### src/rtl/amax_pkg.sv
package amax_pkg;

  // Width of the binary position code; at least one bit so N=1 stays legal.
  function automatic int idx_bits(input int n);
    if (n < 2) return 1;
    return $clog2(n);
  endfunction

endpackage

### src/rtl/amax_pair_matrix.sv
// All-pairs comparison matrix. beats[i*N+j] is 1 when operand i wins against j
// under the lowest-position tie rule. One comparator per unordered pair.
module amax_pair_matrix #(
  parameter int N = 8,
  parameter int K = 16
) (
  input  logic [N*K-1:0] opnds,
  output logic [N*N-1:0] beats
);

  for (genvar gi = 0; gi < N; gi++) begin : g_row
    for (genvar gj = 0; gj < N; gj++) begin : g_col
      if (gi == gj) begin : g_diag
        assign beats[gi*N+gj] = 1'b1;
      end else if (gi < gj) begin : g_pair
        logic lo_ge;
        // lower position keeps the win on equality
        assign lo_ge = (opnds[gi*K +: K] >= opnds[gj*K +: K]);
        assign beats[gi*N+gj] = lo_ge;
        assign beats[gj*N+gi] = ~lo_ge;
      end
    end
  end

endmodule

### src/rtl/amax_row_and.sv
// Winner vector: an operand wins when it beats every other operand.
module amax_row_and #(
  parameter int N = 8
) (
  input  logic [N*N-1:0] beats,
  output logic [N-1:0]   win
);

  for (genvar gi = 0; gi < N; gi++) begin : g_win
    assign win[gi] = &beats[gi*N +: N];
  end

endmodule

### src/rtl/amax_onehot_select.sv
// Two independent OR planes driven by the one-hot winner: value and index.
module amax_onehot_select #(
  parameter int N  = 8,
  parameter int K  = 16,
  parameter int IW = 3
) (
  input  logic [N*K-1:0] opnds,
  input  logic [N-1:0]   win,
  output logic [K-1:0]   val,
  output logic [IW-1:0]  idx
);

  always_comb begin
    val = '0;
    for (int i = 0; i < N; i++) begin
      val = val | (opnds[i*K +: K] & {K{win[i]}});
    end
  end

  always_comb begin
    idx = '0;
    for (int i = 0; i < N; i++) begin
      idx = idx | (IW'(i) & {IW{win[i]}});
    end
  end

endmodule

### src/rtl/amax_find.sv
module amax_find
  import amax_pkg::*;
#(
  parameter int N       = 8,
  parameter int K       = 16,
  parameter bit OUT_REG = 1'b1
) (
  input  logic                   clk,
  input  logic                   rst,
  input  logic [N*K-1:0]         operands,
  output logic [K-1:0]           max_val,
  output logic [idx_bits(N)-1:0] max_idx
);

  localparam int IW = idx_bits(N);

  logic [N*N-1:0] beats;
  logic [N-1:0]   win_vec;
  logic [K-1:0]   comb_val;
  logic [IW-1:0]  comb_idx;

  amax_pair_matrix #(.N(N), .K(K)) u_matrix (
    .opnds (operands),
    .beats (beats)
  );

  amax_row_and #(.N(N)) u_rows (
    .beats (beats),
    .win   (win_vec)
  );

  amax_onehot_select #(.N(N), .K(K), .IW(IW)) u_select (
    .opnds (operands),
    .win   (win_vec),
    .val   (comb_val),
    .idx   (comb_idx)
  );

  if (OUT_REG) begin : g_reg
    always_ff @(posedge clk) begin
      if (rst) begin
        max_val <= '0;
        max_idx <= '0;
      end else begin
        max_val <= comb_val;
        max_idx <= comb_idx;
      end
    end
  end else begin : g_comb
    assign max_val = comb_val;
    assign max_idx = comb_idx;
  end

  // Checks on the combinational result, sampled at the clock.
  p_onehot_win_r2: assert property (@(posedge clk) disable iff (rst)
    $onehot(win_vec));

  p_idx_range_r4: assert property (@(posedge clk) disable iff (rst)
    int'(comb_idx) < N);

  for (genvar gi = 0; gi < N; gi++) begin : g_chk
    logic [K-1:0] x_op;
    assign x_op = operands[gi*K +: K];

    p_val_bound_r1: assert property (@(posedge clk) disable iff (rst)
      comb_val >= x_op);

    p_val_idx_r2: assert property (@(posedge clk) disable iff (rst)
      (comb_idx == IW'(gi)) |-> (comb_val == x_op));

    p_tie_low_r3: assert property (@(posedge clk) disable iff (rst)
      (comb_idx > IW'(gi)) |-> (x_op < comb_val));
  end

  if (OUT_REG) begin : g_reg_chk
    p_reset_clear_r6: assert property (@(posedge clk)
      $past(rst) |-> (max_val == '0 && max_idx == '0));
  end

endmodule

### config.mk
export PLATFORM = sky130hd
export DESIGN_NAME = amax_find
export DESIGN_NICKNAME = d
export VERILOG_FILES = /design/src/rtl/amax_pkg.sv /design/src/rtl/amax_pair_matrix.sv /design/src/rtl/amax_row_and.sv /design/src/rtl/amax_onehot_select.sv /design/src/rtl/amax_find.sv
export SDC_FILE = /design/constraint.sdc
export NUM_CORES = 1
export LEC_CHECK = 0
export ABC_AREA = 1
export BUFFER_PORTS_ARGS = -buffer_cell sky130_fd_sc_hd__buf_4
export CAP_MARGIN = 20
export CORE_MARGIN = 3
export CORE_UTILIZATION = 60
export CTS_CLUSTER_DIAMETER = 50
export CTS_CLUSTER_SIZE = 10
export DETAILED_ROUTE_END_ITERATION = 10
export GPL_ROUTABILITY_DRIVEN = 1
export PLACE_DENSITY = 0.81
export SLEW_MARGIN = 20
export SYNTH_ARGS = -nofsm -noshare
export SYNTH_HDL_FRONTEND = slang
export SYNTH_HIERARCHICAL = 1
export SYNTH_SLANG_ARGS = --single-unit
### constraint.sdc
create_clock -name clk -period 2.8 [get_ports clk]
set_clock_uncertainty 0.05 [all_clocks]
set_input_delay 0.56 -clock clk [delete_from_list [all_inputs] [get_ports clk]]
set_output_delay 0.56 -clock clk [all_outputs]
set_load 0.02 [all_outputs]
Word-level counts from Yosys, hierarchy flattened
Index checks and enable logic that the tools add are counted.
{ "totals": {"inputBits": 130, "output_inout_bits": 19, "ff_bits": 19, "elab_cells": 87} }
{ "classes": {"magnitude_cmp": 28, "reduce_logical": 8, "bitwise_logic": 49} }
{ "ops": {"columns": ["operator", "n"], "rows": [
  ["16-bit >= comparator", 28],
  ["16-bit bitwise AND", 8],
  ["16-bit bitwise OR", 7],
  ["7-bit AND reduction", 8],
  ["1-bit NOT", 28],
  ["3-bit bitwise OR", 4],
  ["3-bit by 2-bit bitwise OR with 3-bit output", 1],
  ["1-bit by 2-bit bitwise OR with 2-bit output", 1]
]} }

Longest topological paths before layout
{ "depth": {"word_depth": 11, "mapped_depth": 24, "depth_no_buf": 21} }

Hierarchy
The synthesis kept the hierarchy.
{ "modules_own_cells": {"columns": ["mod", "seq_area_each_um2", "n_inst", "cells_per_inst", "area_per_inst_um2"], "rows": [
  ["amax_pair_matrix", 0.0, 1, 1852, 11823.8],
  ["amax_onehot_select", 0.0, 1, 264, 1156.1],
  ["amax_find", 380.4, 1, 59, 549.3],
  ["amax_row_and", 0.0, 1, 88, 330.3]
]} }

Least setup slack after synthesis
No wires, ideal clock.
{ "synth_timing": {"path_kind": "input to register", "startpoint": "in operands[115]", "endpoint": "reg max_val[13]", "t_required_ps": 2638, "setup_time_ps": 112, "setup_slack_ps": 381, "stages": 22, "arrival_time_ps": 2257, "path_cell_list": "inv_1 > ha_1 > nand2_2 > nor2_1 > and2_1 > nor2_1 > nand2_1 > nand2_1 > nand2_1 > buf_4 > nand2_1 > inv_1 > nand2_1 > nor2_1 > buf_6 > buf_6 > nand2_1 > nand2_1 > nor2_1 > nand2_1 > inv_1 > nor2_1"} }
{ "synth_lines": {"columns": ["item", "line", "rtl"], "rows": [
  ["start, declared", "amax_find.sv:10", "input logic [N*K-1:0] operands,"],
  ["16-bit >= comparator", "amax_pair_matrix.sv:18", "assign lo_ge = (opnds[gi*K +: K] >= opnds[gj*K +: K]);"],
  ["via u_matrix.g_row[4].g_col[7].g_pair.lo_ge", "amax_pair_matrix.sv:16", "logic lo_ge;"],
  ["7-bit AND reduction", "amax_row_and.sv:10", "assign win[gi] = &beats[gi*N +: N];"],
  ["via win_vec[4]", "amax_find.sv:18", "logic [N-1:0] win_vec;"],
  ["16-bit bitwise AND", "amax_onehot_select.sv:16", "val = val | (opnds[i*K +: K] & {K{win[i]}});"],
  ["16-bit bitwise OR (4 in series)", "amax_onehot_select.sv:16", null],
  ["via comb_val[13]", "amax_find.sv:19", "logic [K-1:0] comb_val;"],
  ["end signal, assigned", "amax_find.sv:45", "max_val <= comb_val;"],
  ["end, declared", "amax_find.sv:11", "output logic [K-1:0] max_val,"]
]} }
The timed path passes the listed nets, and every way through them passes these cells.
A chain may end at the register's enable or synchronous reset.

Worst setup path after layout
{ "layout_timing": {"startpoint": "in operands[48]", "endpoint": "reg max_val[0]"} }
{ "layout_lines": {"columns": ["item", "line", "rtl"], "rows": [
  ["16-bit >= comparator", "amax_pair_matrix.sv:18", null],
  ["1-bit NOT", "amax_pair_matrix.sv:20", "assign beats[gj*N+gi] = ~lo_ge;"],
  ["via beats[51]", "amax_find.sv:17", "logic [N*N-1:0] beats;"],
  ["7-bit AND reduction", "amax_row_and.sv:10", null],
  ["via win_vec[6]", "amax_find.sv:18", null],
  ["16-bit bitwise AND", "amax_onehot_select.sv:16", null],
  ["16-bit bitwise OR (2 in series)", "amax_onehot_select.sv:16", null],
  ["via comb_val[0]", "amax_find.sv:19", null]
]} }
The timed path passes the listed nets, and every way through them passes these cells.

==> impl_metrics.tcl <==
set metrics [dict create \
    outcome "complete, no violations" \
    period_needed_ps 2760 \
    synth-xor-area-share_pct 0 \
    top_layer_used "met5" \
    cts_sinks 19 \
    cp.required_ps 2900 \
    irDropWorstVdd_mv 0.200 \
    seqCellArea_um2 380 \
    dr.first_iter.drc_count 1593 \
    initial_core_util_pct 62.3 \
    io_pins 149 \
    nFillCells 1744 \
    postRouteAntennaNets 0 \
    yosysMostFrequentCell "nand2_1" \
    fin_crit_sh_pct 98.6 \
    slowest_delay_ps 340 \
    synthCells 2263 \
    end_kind "register" \
    finalSetupViolCount 0 \
    hp-start "rst" \
    ys_seq_area_share_pct 2.74 \
    p_leak_uw 0.0108 \
    die_height_um 158 \
    core.rowCount 54 \
    cts_hold_repair.buffers 0 \
    rsz0062_at_grt "true" \
    grt_overflow 0 \
    port_buffers 148 \
    cap_violations 0 \
    crit_fanout 5 \
    worstPathCellList "buf_4 > buf_6 > clkinvlp_4 > ha_4 > nand2_1 > nor2_1 > and2_4 > nor2_2 > nand2_2 > a21oi_1 > nand2_1 > inv_2 > nand2_4 > nor2_4 > buf_6 > buf_4 > nand2_1 > nand2_2 > nor2_2 > nand2_1 > inv_1 > nor2_1" \
    final_core_util_pct 77.3 \
    die_area_um2 25000 \
    multi_input_area_um2 11900 \
    ys_seq_elements 19 \
    grt_pass1_vias 15600 \
    finalPower_uw 3250 \
    netlist_top_cells_area "ha_1 (40%), nand2_1 (22%), inv_1 (9.7%), a21oi_1 (6.1%), nor2_1 (4.1%)" \
    maxSlewViolCount 0 \
    wl_met2_mm 22.2 \
    cts_made_buffers 3 \
    startpoint_type "input port" \
    ys.warnings.count 6 \
    route.detailed.drc 0 \
    cts_tree "built" \
    area_growth_pct 24.0 \
    place_hpwl_mm 43.5 \
    cts.clk_slew.worst_paths_ps 70 \
    synth_edf_count 0 \
    core_um2 22200 \
    drive_gt1_share_pct 21.5 \
    cp_common_cell "nand2_1" \
    grt_antenna_before_repair 1 \
    power_density_nw_per_um2 189 \
    hold_viol_final 0 \
    clock-root-buffer "clkbuf_16" \
    place_congestion 1.06 \
    wl_per_cell_um 17.6 \
    fin_ws_ps 39.0 \
    vias 16500 \
    viasPerCell 5.68 \
    synth.top_cell.area_share_pct 40.4 \
    synth_fa_ha_area_share_pct 40.4 \
    worstSetupPathType "in -> reg" \
    netlist_area_um2 13900 \
    synth_compound_area_share_pct 9.17 \
    muxShareOfSynthArea_pct 0 \
    placed_area_um2 16700 \
    place_ws_ps -493 \
    synth.avg_cell_area_um2 6.12 \
    critPathArrivalTime_ps 2860 \
    htree_levels 1 \
    antenna_cells 0 \
    drt_pre_antenna_iters 6 \
    crit_slowest_cell "ha_4" \
    hp-class "in -> reg" \
    ys.flop_type "dfxtp_1" \
    yosysUniqueCellTypes 21 \
    synth-simple-area-share_pct 34.4 \
    wl_met1_mm 20.3 \
    synth_top_family_by_area "adder cells" \
    grt_max_degree 20 \
    final_area_um2 17200 \
    route.met3.wl_mm 6.64 \
    timing.fmax_mhz 362 \
    clk_path_buf_depth 2 \
    synth_top_area_cell "ha_1" \
    hold_depth 2 \
    setup_tns_ps 0 \
    async_reset_ff_share_pct 0 \
    ys_top_cells_by_count "nand2_1 (821), ha_1 (448), inv_1 (359)" \
    grt_util_all_layers_pct 39.0 \
    finalNetCount 3194 \
    hold_end "max_val[12]$_SDFF_PP0_" \
    fp.dieW_um 158 \
    wl_mm 51.0 \
    grt_pass1_wl_mm 76.6 \
]
-- report_power, final --
part | total, µW | internal (µW) | leakage, µW | switching [µW]
sequential | 281 | 276 | 0.000153 | 4.95
combinational | 2640 | 1090 | 0.0106 | 1540
clock | 337 | 193 | 0.0000409 | 143
total | 3250 | 1560 | 0.0108 | 1690
-- how the worst max path moves through the flow --
| stage | from | endpoint | slack [ps] | depth (start not counted) |
|---|---|---|---|---|
| final | operands[48] | max_val[0]$_SDFF_PP0_ | 40 | 22 |
| after global routing | operands[48] | max_val[0]$_SDFF_PP0_ | -50 | 22 |
| after CTS | operands[19] | max_val[10]$_SDFF_PP0_ | 60 | 21 |
| after detailed placement | operands[19] | max_val[10]$_SDFF_PP0_ | -490 | 21 |
| after global placement | operands[16] | max_val[10]$_SDFF_PP0_ | -420 | 21 |
| after floorplan | operands[115] | max_val[13]$_SDFF_PP0_ | 380 | 22 |
-- registers in the layout, summed over array words and instances, names as in the netlist --
name / count
max_val: 16
max_idx: 3
-- critical path: cells and delay by family --
| kind | cells | cell delay, ps |
|---|---|---|
| fa+ha+maj | 1 | 340 |
| compound gates | 1 | 70 |
| buf+inv | 7 | 810 |
| simple gates | 13 | 1080 |
-- cell families after synthesis --
kind of cell,count (synthesis)
buffers and inverters,413
DFF,19
and+or+nand+nor,1156
AOI/OAI and AO/OA,226
adders and majority gates,448
other,1
-- metrics by stage --
step | std cells | hold slack (ps)
final | 2895 | 611
after global routing | 2895 | 618
after CTS | 2888 | 604
after detailed placement | 2884 | 881
after global placement | 2884 | 873
after floorplan | 2270 | 708
-- layout by cell type, fill, tap and decap left out, drive strengths merged --
master	netlist	layout
nor3	29	29
ha	448	448
clkinvlp	0	2
nand4	28	28
o21bai	27	27
clkbuf	0	3
a21oi	169	169
clkinv	0	1
buf	54	395
inv	359	357
nand2	897	897
o21ai	1	1
o21a	29	29
dfxtp	19	19
conb	1	8
nor2	173	173
and2	27	27
nand3	2	2
-- metal layers --
metal,global-route usage (%),vias to the layer above
li1,-,7889
met1,51.0,7435
met5,0,-
met3,9.81,181
met2,62.1,949
met4,14.4,2
-- area by class of cell --
cell class	instances	share of cell area [%]
well taps	280	2.04
clock inverters	1	0.0291
flip-flops and latches	19	2.21
clock buffers	3	0.437
repair buffers	395	17.9
multi-input cells	1838	69.5
inverters	359	7.89
-- what timing repair did --
action	in CTS	in global routing
pin swaps	0	27
gates cloned	0	1
setup buffers	0	7
endpoints found under the setup margin	16	19
gates resized for setup	1	91
hold endpoints to repair	0	0
(Power assumes the default switching activity.)
